===== src/rtl/wake_ctrl_pkg.sv =====
package wake_ctrl_pkg;
  localparam int LONGEST_PERIOD = 32768;
  localparam int CNT_W = $clog2(LONGEST_PERIOD + 2);
  localparam int NSRC = 3;

  typedef enum logic [1:0] {
    ADDR_PINCFG = 2'd0,
    ADDR_MODE   = 2'd1,
    ADDR_STATUS = 2'd2,
    ADDR_RSVD   = 2'd3
  } reg_addr_e;

  typedef struct packed {
    logic wrPinCfg;
    logic wrMode;
    logic clrStatus;
    logic capStatus;
  } strobe_t;

  function automatic logic [CNT_W-1:0] debounce_period(input logic [2:0] sel);
    logic [CNT_W-1:0] p;
    case (sel)
      3'd0:    p = CNT_W'(0);
      3'd1:    p = CNT_W'(3);
      3'd2:    p = CNT_W'(32);
      3'd3:    p = CNT_W'(512);
      3'd4:    p = CNT_W'(4096);
      default: p = CNT_W'(LONGEST_PERIOD);
    endcase
    return p;
  endfunction
endpackage


===== src/rtl/wake_datapath.sv =====
module wake_datapath
  import wake_ctrl_pkg::*;
#(
  parameter int NPIN = 16
) (
  input  logic             clk,
  input  logic             rstN,
  input  logic [NPIN-1:0]  pinsIn,
  input  logic [NSRC-1:0]  srcIn,
  input  strobe_t          strb,
  input  logic [31:0]      wdata,
  input  logic [1:0]       rdAddr,
  output logic [31:0]      rdData,
  output logic             trigger,
  output logic [CNT_W-1:0] dbCount,
  output logic             dbFire,
  output logic             alarmEvt,
  output logic [NPIN-1:0]  pinSync,
  output logic [NPIN-1:0]  statusReg,
  output logic [2:0]       dbSel
);
  localparam int POL_LSB = 16;

  logic [NPIN-1:0] syncA;
  logic [NPIN-1:0] pinEn;
  logic [NPIN-1:0] pinPol;
  logic [NPIN-1:0] pinHit;
  logic [NSRC-1:0] srcEn;
  logic            alarmHit;
  logic            alarmHitQ;
  logic [CNT_W-1:0] period;

  always_ff @(posedge clk or negedge rstN) begin
    if (!rstN) begin
      syncA   <= '0;
      pinSync <= '0;
    end else begin
      syncA   <= pinsIn;
      pinSync <= syncA;
    end
  end

  always_ff @(posedge clk or negedge rstN) begin
    if (!rstN) begin
      pinEn  <= '0;
      pinPol <= '0;
      dbSel  <= '0;
      srcEn  <= '0;
    end else begin
      if (strb.wrPinCfg) begin
        pinEn  <= wdata[NPIN-1:0];
        pinPol <= wdata[POL_LSB +: NPIN];
      end
      if (strb.wrMode) begin
        dbSel <= wdata[2:0];
        srcEn <= wdata[8 +: NSRC];
      end
    end
  end

  for (genvar i = 0; i < NPIN; i++) begin : g_qual
    assign pinHit[i] = pinEn[i] & (pinSync[i] == pinPol[i]);
  end

  assign trigger = |pinHit;
  assign period  = debounce_period(dbSel);
  assign dbFire  = trigger && (dbCount == period);

  always_ff @(posedge clk or negedge rstN) begin
    if (!rstN) begin
      dbCount <= '0;
    end else if (!trigger) begin
      dbCount <= '0;
    end else if (dbCount <= period) begin
      dbCount <= dbCount + 1'b1;
    end
  end

  assign alarmHit = |(srcEn & srcIn);
  assign alarmEvt = alarmHit & ~alarmHitQ;

  always_ff @(posedge clk or negedge rstN) begin
    if (!rstN) alarmHitQ <= 1'b0;
    else       alarmHitQ <= alarmHit;
  end

  always_ff @(posedge clk or negedge rstN) begin
    if (!rstN)               statusReg <= '0;
    else if (strb.capStatus) statusReg <= pinSync;
    else if (strb.clrStatus) statusReg <= '0;
  end

  always_comb begin
    rdData = '0;
    case (reg_addr_e'(rdAddr))
      ADDR_PINCFG: begin
        rdData[NPIN-1:0]           = pinEn;
        rdData[POL_LSB +: NPIN]    = pinPol;
      end
      ADDR_MODE: begin
        rdData[2:0]        = dbSel;
        rdData[8 +: NSRC]  = srcEn;
      end
      ADDR_STATUS: rdData[NPIN-1:0] = statusReg;
      default:     rdData = '0;
    endcase
  end
endmodule


===== src/rtl/wake_control.sv =====
module wake_control
  import wake_ctrl_pkg::*;
(
  input  logic       clk,
  input  logic       rstN,
  input  logic       regWrEn,
  input  logic       regRdEn,
  input  logic [1:0] regAddr,
  input  logic       dbFire,
  input  logic       alarmEvt,
  input  logic       wakeAck,
  output strobe_t    strb,
  output logic       wakeReq
);
  logic wakeEvt;

  assign wakeEvt = dbFire | alarmEvt;

  always_comb begin
    strb.wrPinCfg  = regWrEn && (reg_addr_e'(regAddr) == ADDR_PINCFG);
    strb.wrMode    = regWrEn && (reg_addr_e'(regAddr) == ADDR_MODE);
    strb.clrStatus = regRdEn && (reg_addr_e'(regAddr) == ADDR_STATUS);
    strb.capStatus = wakeEvt;
  end

  always_ff @(posedge clk or negedge rstN) begin
    if (!rstN)        wakeReq <= 1'b0;
    else if (wakeEvt) wakeReq <= 1'b1;
    else if (wakeAck) wakeReq <= 1'b0;
  end
endmodule


===== src/rtl/wake_debounce_ctrl.sv =====
module wake_debounce_ctrl
  import wake_ctrl_pkg::*;
#(
  parameter int NPIN = 16
) (
  input  logic            clk,
  input  logic            rstN,
  input  logic [NPIN-1:0] wakePins,
  input  logic            calAlarm,
  input  logic            tmrAlarm,
  input  logic            supMon,
  input  logic            regWrEn,
  input  logic            regRdEn,
  input  logic [1:0]      regAddr,
  input  logic [31:0]     regWdata,
  output logic [31:0]     regRdata,
  input  logic            wakeAck,
  output logic            wakeReq
);
  strobe_t          strb;
  logic             trigger;
  logic [CNT_W-1:0] dbCount;
  logic             dbFire;
  logic             alarmEvt;
  logic [NPIN-1:0]  pinSync;
  logic [NPIN-1:0]  statusReg;
  logic [2:0]       dbSel;

  wake_control u_ctrl (
    .clk(clk), .rstN(rstN), .regWrEn(regWrEn), .regRdEn(regRdEn),
    .regAddr(regAddr), .dbFire(dbFire), .alarmEvt(alarmEvt),
    .wakeAck(wakeAck), .strb(strb), .wakeReq(wakeReq)
  );

  wake_datapath #(.NPIN(NPIN)) u_dp (
    .clk(clk), .rstN(rstN), .pinsIn(wakePins),
    .srcIn({supMon, tmrAlarm, calAlarm}), .strb(strb), .wdata(regWdata),
    .rdAddr(regAddr), .rdData(regRdata), .trigger(trigger),
    .dbCount(dbCount), .dbFire(dbFire), .alarmEvt(alarmEvt),
    .pinSync(pinSync), .statusReg(statusReg), .dbSel(dbSel)
  );
endmodule


===== config.mk =====
export PLATFORM = sky130hd
export DESIGN_NAME = wake_debounce_ctrl
export DESIGN_NICKNAME = d
export VERILOG_FILES = /design/src/rtl/wake_ctrl_pkg.sv /design/src/rtl/wake_datapath.sv /design/src/rtl/wake_control.sv /design/src/rtl/wake_debounce_ctrl.sv
export SDC_FILE = /design/constraint.sdc
export NUM_CORES = 1
export LEC_CHECK = 0
export ABC_AREA = 1
export BUFFER_PORTS_ARGS = -buffer_cell sky130_fd_sc_hd__buf_2
export CAP_MARGIN = 20
export CORE_MARGIN = 4
export CORE_UTILIZATION = 43
export CTS_CLUSTER_SIZE = 40
export DETAILED_ROUTE_END_ITERATION = 10
export PLACE_DENSITY = 0.69
export SLEW_MARGIN = 0
export SYNTH_ARGS = -nofsm -noshare
export SYNTH_HDL_FRONTEND = slang
export SYNTH_SLANG_ARGS = --single-unit

===== constraint.sdc =====
create_clock -name clk -period 1.83 [get_ports clk]
set_clock_uncertainty 0.05 [all_clocks]
set_input_delay 0.2745 -clock clk [delete_from_list [all_inputs] [get_ports clk]]
set_output_delay 0.2745 -clock clk [all_outputs]
set_load 0.01 [all_outputs]

==> results_dict.tcl <==
set metrics [dict create \
    area_growth_pct 28.4 \
    cts_sinks 104 \
    dieHeight_microns 115 \
    worst_slack_ps -196 \
    core_sq_um 11000 \
    yosysUniqueCellTypes 33 \
    syn_inst 558 \
    finalMaxSlewViolations 0 \
    antenna_cells 0 \
    vdd_ir_drop_max_mv 0.855 \
    synth_common_cells "142 x nand2_1, 104 x dfrtp_1, 54 x nand3_1" \
    grt_max_degree 40 \
    finalHoldViolations 0 \
    nFillCells 966 \
    final_core_util_pct 57.1 \
    synth_top_cell_by_area "dfrtp_1" \
    vias 4164 \
    die_width_microns 115 \
    ys_seq_elements 104 \
    cts_made_buffers 9 \
    grt_util_all_layers_pct 19.5 \
    dr.max_layer_used "met4" \
    wire_per_inst_microns 14.4 \
    p_sw_mw 2.45 \
    post-route-drc-count 0 \
    fp.dieArea_sq_um 13100 \
    pin_count 91 \
    ys.flop_type "dfrtp_1" \
    drt_iter0_drc 218 \
    netlist.area_leader.share_pct 53.3 \
    clkPwrFrac_pct 25.0 \
    antenna_found_initial 0 \
    netlist_top_cells_area "dfrtp_1 53%, nand2_1 11%, nand3_1 5.5%" \
    wl_met3_microns 523 \
    drive_above_1_share_pct 28.1 \
    cellPowerDensity_nw_per_um2 1140 \
    end_kind "register" \
    period_minus_slack_ps 2030 \
    r2r_setup_slack_ps -200 \
    path_class "register to register" \
    syn_avg_cell_area_sq_um 8.74 \
    ys_seq_area_share_pct 53.3 \
    routed_wl_mm 12.0 \
    dpl_cell_area_sq_um 5670 \
    clock_latency_ps 350 \
    period_share_pct 111 \
    status "finished with violations" \
    synth_most_common_cell "nand2_1" \
    crit_arrival_ps 2210 \
    start_util_pct 44.4 \
    grt.overflow.total 0 \
    hpwl_mm 8.69 \
    power_frac_comb_pct 32.3 \
    finalSetupViolCount 33 \
    synth_edf_count 0 \
    p_seq_share_pct 42.8 \
    post-place-cells 794 \
    wl_met2_mm 6.05 \
    cts_tree "yes" \
    synth.net_count 623 \
    power_mw 7.12 \
    path_clk_slew_ps 70 \
    gp_congestion 0.871 \
    start_kind "register" \
    layout.cells.non_filler 830 \
    violations "negative setup slack" \
    nNetsFinal 753 \
    slew_headroom_pct 59.8 \
    required_ps 2020 \
    hold_path_class "input pin to register" \
    cp_max_fo 16 \
    pre_cts_slack_ps -235 \
    vias_per_cell 5.02 \
    power.static_leakage_nw 3.27 \
    dr.pass1.iters 4 \
    grt_setup_unrepaired "true" \
    grt_pass1_vias 4299 \
    sw_frac_of_total_pct 34.4 \
    power.internal_mw 4.67 \
    num_rows 38 \
    ant_nets 0 \
    clk_path_buf_depth 2 \
    grt_first_pass_wirelength_mm 20.3 \
    yosys_warnings 0 \
    htreeDepth 3 \
    async_reset_ff_share_pct 100 \
    design_area_sq_um 6270 \
    fmax_ghz 0.494 \
    portBuffers 90 \
    worst_slew_pin_slew_ps 603 \
    drv_cap 0 \
    netlist_area_sq_um 4880 \
    clock-root-buffer "clkbuf_16" \
    m1WireLength_mm 5.19 \
]
sequential cells by signal, indices dropped and copies added (netlist names):
register	count
u_dp.dbSel	3
u_dp.srcEn	3
u_dp.alarmHitQ	1
u_dp.syncA	16
u_ctrl.wakeReq	1
u_dp.pinEn	16
u_dp.dbCount	16
u_dp.pinPol	16
u_dp.statusReg	16
u_dp.pinSync	16
metrics by stage:
step | setup TNS (ps) | hold WS [ps]
after floorplan | -991 | -71.1
after global routing | -9310 | 86.6
final | -5830 | 89.5
after CTS | -5040 | 87.4
after detailed placement | -6020 | 204
after global placement | -2560 | 196
final cells by class:
type,instances,area (sq um),share of cell area (%)
Clock buffer,10,239,3.81
Sequential cell,104,2610,41.6
Inverter,58,225,3.59
Timing Repair Buffer,137,913,14.6
Multi-Input combinational cell,378,2080,33.2
Clock inverter,3,27.5,0.439
Tap cell,140,175,2.79
placed cells by master (no fill, tap or decap), drive strengths merged, types with 17 or more instances in the layout:
cell type,instances
a21oi,19
buf,120
dfrtp,104
dlygate4sd3,17
inv,60
nand2,156
nand3,54
nand4,23
nor2,55
o21ai,17
worst max-delay path, stage by stage, from the launching register on:
cell and delay (ps):
dfrtp_1 410, buf_4 150, o21ai_1 160, ha_1 280, nand2_2 100, nor2_4 40, a21oi_1 130, nand2_1 60
inv_1 80, nand2_2 60, nand2_4 140, inv_8 80, nand3_1 100, nand2_1 60
worst paths after layout:
path / start / to / depth (start not counted)
setup reg to reg: u_dp.dbSel[0] / u_dp.dbCount[0] / 13
max in group asynchronous: rstN / u_dp.syncA[5] / 3
hold reg to reg: u_dp.syncA[14] / u_dp.pinSync[14] / 0
setup / recovery: u_dp.dbSel[0] / u_dp.dbCount[0] / 13
hold / removal: wakeAck / u_ctrl.wakeReq / 2
min in group asynchronous: rstN / u_dp.pinSync[9] / 2
power by group through the flow:
| stage | clock, mW | sequential [mW] | combinational, mW |
|---|---|---|---|
| floorplan | 0 | 2.97 | 1.39 |
| global placement | 0 | 3.05 | 1.95 |
| detailed placement | 0 | 3.06 | 2.04 |
| CTS | 1.83 | 3.03 | 2.25 |
| global route | 1.92 | 3.09 | 2.58 |
| finish | 1.78 | 3.04 | 2.30 |
cell families (layout without fill, tap and decap cells):
logic type | Yosys count | in the layout | share of synthesized area (%)
DFF | 104 | 104 | 53.3
xor gates and xnor gates | 9 | 9 | 1.62
AOI/OAI and AO/OA | 50 | 50 | 6.33
adders and majority gates | 7 | 7 | 1.79
muxes | 10 | 10 | 2.31
buffers and inverters | 76 | 208 | 6.56
and+or+nand+nor | 302 | 302 | 28.1
what timing repair did:
item	in CTS	in global routing
pin swaps	8	6
hold buffers	17	0
gates resized for setup	17	12
endpoints found under the setup margin	33	33
buffers inserted	5	1
hold endpoints to repair	47	0
layer usage:
metal  GRT usage [%]  up-vias
met3            5.39       18
met2            32.9       92
met5               0        -
met1            24.1     1980
met4            6.73        0
li1                -     2074
No activity file was read; power rests on OpenSTA's default activity.
